<file path="config.mk">
export PLATFORM = sky130hd
export DESIGN_NAME = dual_adc_serout
export DESIGN_NICKNAME = d
export VERILOG_FILES = /design/src/rtl/dso_pkg.sv /design/src/rtl/dso_edge.sv /design/src/rtl/dso_slot_mux.sv /design/src/rtl/dso_seq.sv /design/src/rtl/dual_adc_serout.sv
export SDC_FILE = /design/constraint.sdc
export NUM_CORES = 1
export LEC_CHECK = 0
export ABC_CLOCK_PERIOD_IN_PS = 3000
export BUFFER_PORTS_ARGS = -buffer_cell sky130_fd_sc_hd__buf_2
export CAP_MARGIN = 20
export CORE_ASPECT_RATIO = 1.2
export CORE_MARGIN = 8
export CORE_UTILIZATION = 42
export DETAILED_ROUTE_END_ITERATION = 8
export PLACE_DENSITY = 0.6
export SLEW_MARGIN = 10
export SYNTH_ARGS = -nofsm -noshare
export SYNTH_HDL_FRONTEND = slang
export SYNTH_SLANG_ARGS = --single-unit
</file>
<file path="constraint.sdc">
create_clock -name clk -period 3 [get_ports clk]
set_input_delay 0.6 -clock clk [delete_from_list [all_inputs] [get_ports clk]]
set_output_delay 0.6 -clock clk [all_outputs]
set_load 0.03 [all_outputs]
</file>
<file path="src/rtl/dso_pkg.sv">
package dso_pkg;

   typedef enum logic [1:0] {
      ST_IDLE    = 2'd0,
      ST_FRAME   = 2'd1,
      ST_HOLD    = 2'd2,
      ST_RELEASE = 2'd3
   } dso_state_e;

   localparam int LINES = 2;

endpackage

</file>
<file path="src/rtl/dso_edge.sv">
module dso_edge #(
   parameter int   SYNC_STAGES = 0,
   parameter logic RESET_VAL   = 1'b0
) (
   input  logic clk,
   input  logic rst_n,
   input  logic din,
   output logic level,
   output logic rise,
   output logic fall
);

   logic prev_q;

   generate
      if (SYNC_STAGES == 0) begin : g_direct
         assign level = din;
      end else begin : g_sync
         logic [SYNC_STAGES-1:0] chain_q;
         always_ff @(posedge clk or negedge rst_n) begin
            if (!rst_n) chain_q <= {SYNC_STAGES{RESET_VAL}};
            else        chain_q <= {chain_q[SYNC_STAGES-2+((SYNC_STAGES==1)?1:0):0], din};
         end
         assign level = chain_q[SYNC_STAGES-1];
      end
   endgenerate

   always_ff @(posedge clk or negedge rst_n) begin
      if (!rst_n) prev_q <= RESET_VAL;
      else        prev_q <= level;
   end

   assign rise = level & ~prev_q;
   assign fall = ~level & prev_q;

endmodule

</file>
<file path="src/rtl/dso_slot_mux.sv">
module dso_slot_mux #(
   parameter int DATA_W = 12,
   parameter int LEAD   = 3,
   parameter int GAP    = 1,
   parameter int CNT_W  = 5
) (
   input  logic [CNT_W-1:0]  slot,
   input  logic              dual,
   input  logic [DATA_W-1:0] word_a,
   input  logic [DATA_W-1:0] word_b,
   output logic              bit_a,
   output logic              bit_b
);

   localparam int IDX_W    = (DATA_W > 1) ? $clog2(DATA_W) : 1;
   localparam int A_FIRST  = LEAD + 1;
   localparam int A_LAST   = LEAD + DATA_W;
   localparam int B_FIRST  = A_LAST + GAP + 1;
   localparam int B_LAST   = A_LAST + GAP + DATA_W;

   always_comb begin
      int k;
      k     = int'(slot);
      bit_a = 1'b0;
      bit_b = 1'b0;
      if (k >= A_FIRST && k <= A_LAST) begin
         bit_a = word_a[IDX_W'(A_LAST - k)];
         if (dual) bit_b = word_b[IDX_W'(A_LAST - k)];
      end else if (!dual && k >= B_FIRST && k <= B_LAST) begin
         bit_a = word_b[IDX_W'(B_LAST - k)];
      end
   end

endmodule

</file>
<file path="src/rtl/dso_seq.sv">
module dso_seq
   import dso_pkg::*;
#(
   parameter int DATA_W    = 12,
   parameter int LEAD      = 3,
   parameter int GAP       = 1,
   parameter int WIN_START = 14,
   parameter int CNT_W     = 5
) (
   input  logic              clk,
   input  logic              rst_n,
   input  logic              strobe_lvl,
   input  logic              strobe_rise,
   input  logic              strobe_fall,
   input  logic              sck_rise,
   input  logic              sck_fall,
   input  logic              dual_in,
   input  logic [DATA_W-1:0] word_a_in,
   input  logic [DATA_W-1:0] word_b_in,
   output dso_state_e        state,
   output logic [CNT_W-1:0]  slot,
   output logic              dual_q,
   output logic [DATA_W-1:0] word_a_q,
   output logic [DATA_W-1:0] word_b_q,
   output logic              start
);

   localparam int DUAL_LEN   = LEAD + DATA_W + 1;
   localparam int SINGLE_LEN = LEAD + 2 * DATA_W + GAP;
   localparam logic [CNT_W-1:0] C_DUAL     = CNT_W'(DUAL_LEN);
   localparam logic [CNT_W-1:0] C_SINGLE   = CNT_W'(SINGLE_LEN);
   localparam logic [CNT_W-1:0] C_SINGLE_W = CNT_W'(SINGLE_LEN - 1);
   localparam logic [CNT_W-1:0] C_WIN_LO   = CNT_W'(WIN_START);
   localparam logic [CNT_W-1:0] C_MAX      = {CNT_W{1'b1}};

   logic             keep_q;
   logic             in_window;
   logic             keep_now;
   logic [CNT_W-1:0] frame_len;
   logic [CNT_W-1:0] win_hi;
   logic [CNT_W-1:0] slot_inc;

   assign frame_len = dual_q ? C_DUAL : C_SINGLE;
   assign win_hi    = dual_q ? C_DUAL : C_SINGLE_W;
   assign in_window = (slot >= C_WIN_LO) && (slot <= win_hi);
   assign keep_now  = keep_q | (strobe_rise & in_window);
   assign slot_inc  = (sck_rise && slot != C_MAX) ? slot + 1'b1 : slot;

   assign start = ((state == ST_IDLE) && strobe_fall) ||
                  ((state == ST_HOLD) && !strobe_lvl);

   always_ff @(posedge clk or negedge rst_n) begin
      if (!rst_n) begin
         state    <= ST_IDLE;
         slot     <= '0;
         keep_q   <= 1'b0;
         dual_q   <= 1'b0;
         word_a_q <= '0;
         word_b_q <= '0;
      end else if (start) begin
         state    <= ST_FRAME;
         slot     <= '0;
         keep_q   <= 1'b0;
         dual_q   <= dual_in;
         word_a_q <= word_a_in;
         word_b_q <= word_b_in;
      end else begin
         case (state)
            ST_FRAME: begin
               slot   <= slot_inc;
               keep_q <= keep_now;
               if (sck_fall && slot >= frame_len)
                  state <= keep_now ? ST_HOLD : ST_RELEASE;
            end
            ST_HOLD: slot <= slot_inc;
            ST_RELEASE: begin
               slot <= slot_inc;
               if (sck_rise || strobe_rise) state <= ST_IDLE;
            end
            default: ;
         endcase
      end
   end

   // a pending release waits for a strobe or clock rise
   p_release_wait_r9: assert property (@(posedge clk) disable iff (!rst_n)
      (state == ST_RELEASE && !sck_rise && !strobe_rise && !start) |=> state == ST_RELEASE);

   // a strobe rise below the window never marks continuation
   p_early_rise_r10: assert property (@(posedge clk) disable iff (!rst_n)
      (state == ST_FRAME && !keep_q && strobe_rise && slot < C_WIN_LO && !sck_fall) |=> !keep_q);

   // frame end without a qualifying rise goes to release
   p_end_release_r9: assert property (@(posedge clk) disable iff (!rst_n)
      (state == ST_FRAME && sck_fall && slot >= frame_len && !keep_q && !strobe_rise)
      |=> state == ST_RELEASE);

   // captured words do not move during a frame
   p_words_held_r6: assert property (@(posedge clk) disable iff (!rst_n)
      (state == ST_FRAME && !start) |=> ($stable(word_a_q) && $stable(word_b_q) && $stable(dual_q)));

endmodule

</file>
<file path="src/rtl/dual_adc_serout.sv">
module dual_adc_serout
   import dso_pkg::*;
#(
   parameter int DATA_W      = 12,
   parameter int LEAD        = 3,
   parameter int GAP         = 1,
   parameter int WIN_START   = 14,
   parameter int SYNC_STAGES = 0
) (
   input  logic              clk,
   input  logic              rst_n,
   input  logic              start_n,
   input  logic              ser_clk,
   input  logic              dual_sel,
   input  logic [DATA_W-1:0] samp_a,
   input  logic [DATA_W-1:0] samp_b,
   output logic              sdo_a,
   output logic              sdo_a_en,
   output logic              sdo_b,
   output logic              sdo_b_en
);

   localparam int SINGLE_LEN = LEAD + 2 * DATA_W + GAP;
   localparam int DUAL_LEN   = LEAD + DATA_W + 1;
   localparam int CNT_W      = $clog2(SINGLE_LEN + 2);

   generate
      if (DATA_W < 2)             begin : g_bad_w    $error("DATA_W must be at least 2"); end
      if (WIN_START <= LEAD)      begin : g_bad_win  $error("WIN_START must follow the lead zeros"); end
      if (WIN_START >= DUAL_LEN)  begin : g_bad_win2 $error("WIN_START must precede frame end"); end
      if (SYNC_STAGES > 4)        begin : g_bad_sync $error("SYNC_STAGES limited to 4"); end
   endgenerate

   logic             st_lvl, st_rise, st_fall;
   logic             ck_lvl, ck_rise, ck_fall;
   dso_state_e       state;
   logic [CNT_W-1:0] slot;
   logic             dual_q, start;
   logic [DATA_W-1:0] word_a_q, word_b_q;
   logic [LINES-1:0] raw_bit, line_en, line_out;

   dso_edge #(.SYNC_STAGES(SYNC_STAGES), .RESET_VAL(1'b1)) u_strobe (
      .clk(clk), .rst_n(rst_n), .din(start_n),
      .level(st_lvl), .rise(st_rise), .fall(st_fall));

   dso_edge #(.SYNC_STAGES(SYNC_STAGES), .RESET_VAL(1'b0)) u_sck (
      .clk(clk), .rst_n(rst_n), .din(ser_clk),
      .level(ck_lvl), .rise(ck_rise), .fall(ck_fall));

   dso_seq #(
      .DATA_W(DATA_W), .LEAD(LEAD), .GAP(GAP),
      .WIN_START(WIN_START), .CNT_W(CNT_W)
   ) u_seq (
      .clk(clk), .rst_n(rst_n),
      .strobe_lvl(st_lvl), .strobe_rise(st_rise), .strobe_fall(st_fall),
      .sck_rise(ck_rise), .sck_fall(ck_fall),
      .dual_in(dual_sel), .word_a_in(samp_a), .word_b_in(samp_b),
      .state(state), .slot(slot), .dual_q(dual_q),
      .word_a_q(word_a_q), .word_b_q(word_b_q), .start(start));

   dso_slot_mux #(
      .DATA_W(DATA_W), .LEAD(LEAD), .GAP(GAP), .CNT_W(CNT_W)
   ) u_mux (
      .slot(slot), .dual(dual_q), .word_a(word_a_q), .word_b(word_b_q),
      .bit_a(raw_bit[0]), .bit_b(raw_bit[1]));

   generate
      for (genvar i = 0; i < LINES; i++) begin : g_line
         if (i == 0) begin : g_primary
            assign line_en[i] = (state != ST_IDLE);
         end else begin : g_secondary
            assign line_en[i] = (state != ST_IDLE) && dual_q;
         end
         assign line_out[i] = line_en[i] & raw_bit[i];
      end
   endgenerate

   assign sdo_a    = line_out[0];
   assign sdo_a_en = line_en[0];
   assign sdo_b    = line_out[1];
   assign sdo_b_en = line_en[1];

   // line B is never enabled without line A
   p_b_needs_a_r5: assert property (@(posedge clk) disable iff (!rst_n)
      sdo_b_en |-> sdo_a_en);

   // lead slots are low on both lines
   p_lead_low_r3: assert property (@(posedge clk) disable iff (!rst_n)
      (sdo_a_en && slot <= CNT_W'(LEAD)) |-> (!sdo_a && !sdo_b));

   // enabled data moves only after a clock rise or at frame start
   p_data_hold_r11: assert property (@(posedge clk) disable iff (!rst_n)
      (sdo_a_en && !ck_rise && !start) |=> ($stable(sdo_a) || !sdo_a_en));

   // lines disabled in idle
   p_idle_off_r1: assert property (@(posedge clk) disable iff (!rst_n)
      (state == ST_IDLE) |-> (!sdo_a_en && !sdo_b_en && !sdo_a && !sdo_b));

endmodule

</file>
==> results.json <==
{
  "finalMaxSlewViolations": 0,
  "tns_ns": 0,
  "cts_tree": "yes",
  "netlist.area_leader.share_pct": 43.2,
  "critPathKind": "reg2out",
  "num_vias": 1410,
  "antenna_found_initial": 0,
  "synth_seq_cells": 35,
  "layout_common_cells": "34 x dfrtp_1, 31 x buf_2, 25 x mux2_2, 10 x nand2_1",
  "wl_per_cell_um": 16.5,
  "drc_errors": 0,
  "ys_warn_count": 0,
  "port_buffers": 32,
  "synth_edf_count": 0,
  "tightest_slew_ns": 0.806,
  "synth_cell_types": 39,
  "fill_cells": 420,
  "htree_levels": 2,
  "max_freq_mhz": 347,
  "synth.avg_cell_area_um2": 12.2,
  "antenna_left": 0,
  "path_buf_inv": 1,
  "layout-drive-gt1-share_pct": 42.7,
  "ir_drop_mv": 0.517,
  "finalSetupViolCount": 0,
  "clkLatencyLatePin_ns": 0.28,
  "p_clk_share_pct": 17.6,
  "grt_usage_pct": 12.9,
  "path_clk_slew_ns": 0.07,
  "ys_async_sr_fraction_pct": 100,
  "grt_max_degree": 36,
  "cts_buffers": 5,
  "cp.arrival_ns": 2.28,
  "worstPathRequired_ns": 2.40,
  "critPathMaxStageDelay_ns": 0.53,
  "dieWidth_um": 78.5,
  "power.switching_uw": 857,
  "p_sw_share_pct": 35.8,
  "crit_chain": "or2_4, a2111oi_4, o41ai_1, or4_1, o22ai_2, buf_4",
  "n_antenna_cell": 0,
  "synth_nets": 199,
  "min_path_type": "in2async",
  "finalHoldViolCount": 0,
  "combPwrFrac_pct": 46.0,
  "endpoint_kind": "primary output",
  "crit_fanout": 4,
  "grt-ovfl-total": 0,
  "rows": 27,
  "cp_top_family": "simple AND/OR/NAND/NOR gates",
  "mostFrequentLayoutCell": "dfrtp_1",
  "synth_area_leaders": "dfrtp_1 43%, mux2_2 14%, mux4_2 8.0%",
  "maxCapViolations": 0,
  "fin_nets": 236,
  "cts_sinks": 35,
  "num_io_pins": 33,
  "grt_setup_unrepaired": "no",
  "status": "completed",
  "startpoint_type": "flip-flop",
  "power_uw": 2390,
  "cellLeakagePower_uw": 0.00103,
  "finClkSkew_ns": 0.00676,
  "cts_hold_buf": 0,
  "grt_pass1_vias": 1505,
  "cp_slowest_cell": "or4_1",
  "syn_inst": 161,
  "start_util_pct": 43.2,
  "ys_seq_area_share_pct": 44.6,
  "die_area_um2": 7140,
  "place_congestion": 0.887,
  "wirelength_um": 4240,
  "syn-cell-area_um2": 1970,
  "post-route-period-util_pct": 96.1,
  "first_pass_iters": 4,
  "intPower_uw": 1540,
  "power_density_nw_per_um2": 1020,
  "vias_per_cell": 5.49,
  "holdWs_ns": 0.398,
  "netlist.top_cell.by_area": "dfrtp_1",
  "clock-root-buffer": "clkbuf_8",
  "dp_hpwl_um": 3160,
  "die_h_um": 91.0,
  "power_frac_seq_pct": 36.4,
  "core_um2": 4560,
  "grt_pass1_wl_um": 7510,
  "ys.flop_type": "dfrtp_1",
  "drtIter0Drc": 91,
  "timing.slew.headroom_pct": 46.3,
  "clockBufferDepth": 2,
  "area_growth_syn_to_layout_pct": 18.8,
  "period_needed_ns": 2.88
}
==> sequential cells by signal, summed over array words and instances (netlist names) <==
| name | cells |
|---|---|
| u_sck.prev_q | 1 |
| u_seq.dual_q | 1 |
| u_seq.keep_q | 1 |
| u_seq.slot | 5 |
| u_seq.state | 2 |
| u_seq.word_a_q | 12 |
| u_seq.word_b_q | 12 |
| u_strobe.prev_q | 1 |
==> cell usage after synthesis, drive strengths merged (2+ instances only) <==
cell type	instances
a31oi	2
dfrtp	34
clkbuf	5
inv	9
a21oi	5
a221o	2
nor3	2
nor2	9
nand2b	2
nand3	4
mux2	25
nand2	10
ha	9
xnor2	3
nand4	2
mux4	9
o21ai	6
buf	5
and3	2
==> worst paths after layout <==
kind | start | endpoint | slack (ns) | cells after the start
worst min register to register | u_seq.word_a_q[11] | u_seq.word_a_q[11] | 0.51 | 1
worst min-delay path | rst_n | u_seq.slot[1] | 0.40 | 1
min in group clk | ser_clk | u_sck.prev_q | 0.44 | 1
worst max-delay path | u_seq.slot[1] | sdo_a | 0.12 | 6
worst max register to register | u_seq.slot[3] | u_seq.state[0] | 0.86 | 7
max in group asynchronous | rst_n | u_seq.word_b_q[1] | 2.09 | 1
==> kinds of logic (layout without fill, tap and decap cells) <==
family / count (synthesis) / in the layout / synth area share, %
and+or+nand+nor: 36 / 36 / 9.35
muxes: 35 / 35 / 25.5
AOI/OAI and AO/OA: 23 / 23 / 8.84
buffers and inverters: 19 / 57 / 4.26
adders and majority gates: 9 / 9 / 5.72
xor gates and xnor gates: 4 / 4 / 1.78
DFF: 35 / 35 / 44.6
==> repair_timing <==
item,in CTS,in global routing
gates resized for setup,0,2
endpoints found under the setup margin,0,2
buffers inserted,0,1
==> power by group through the flow <==
stage | sequential, uW | clock (uW) | combinational [uW]
floorplan | 800 | 0 | 902
global placement | 866 | 0 | 1080
detailed placement | 884 | 0 | 1090
CTS | 874 | 435 | 1100
global route | 906 | 458 | 1220
finish | 870 | 422 | 1100
==> through the flow <==
step	setup slack, ns	cell area, um^2	cells	utilization, %
CTS	0.0458	2330	256	51.1
floorplan	0.104	1970	161	-
detailed placement	0.371	2220	248	48.6
global route	0.00689	2340	257	51.3
finish	0.118	2340	257	51.3
global placement	0.391	2220	248	48.6
==> metal layers <==
metal / share of wire, % / up-vias / wire (um) / GRT usage [%]
met5: 0 / - / 0 / 0
met4: 1.2 / 0 / 53 / 4.18
met1: 46 / 704 / 1940 / 15.8
met3: 5.9 / 5 / 251 / 4.83
met2: 47 / 32 / 1990 / 20.5
li1: - / 669 / - / -
==> cell type report <==
class,count,area (um^2),share of cell area [%]
multi-input cells,107,1020,43.6
well taps,58,72.6,3.10
repair buffers,40,223,9.52
clock buffers,5,68.8,2.94
flip-flops and latches,35,877,37.5
inverters,9,33.8,1.44
clock inverters,3,43.8,1.87
Note: power is estimated with default switching activity, not from simulation.
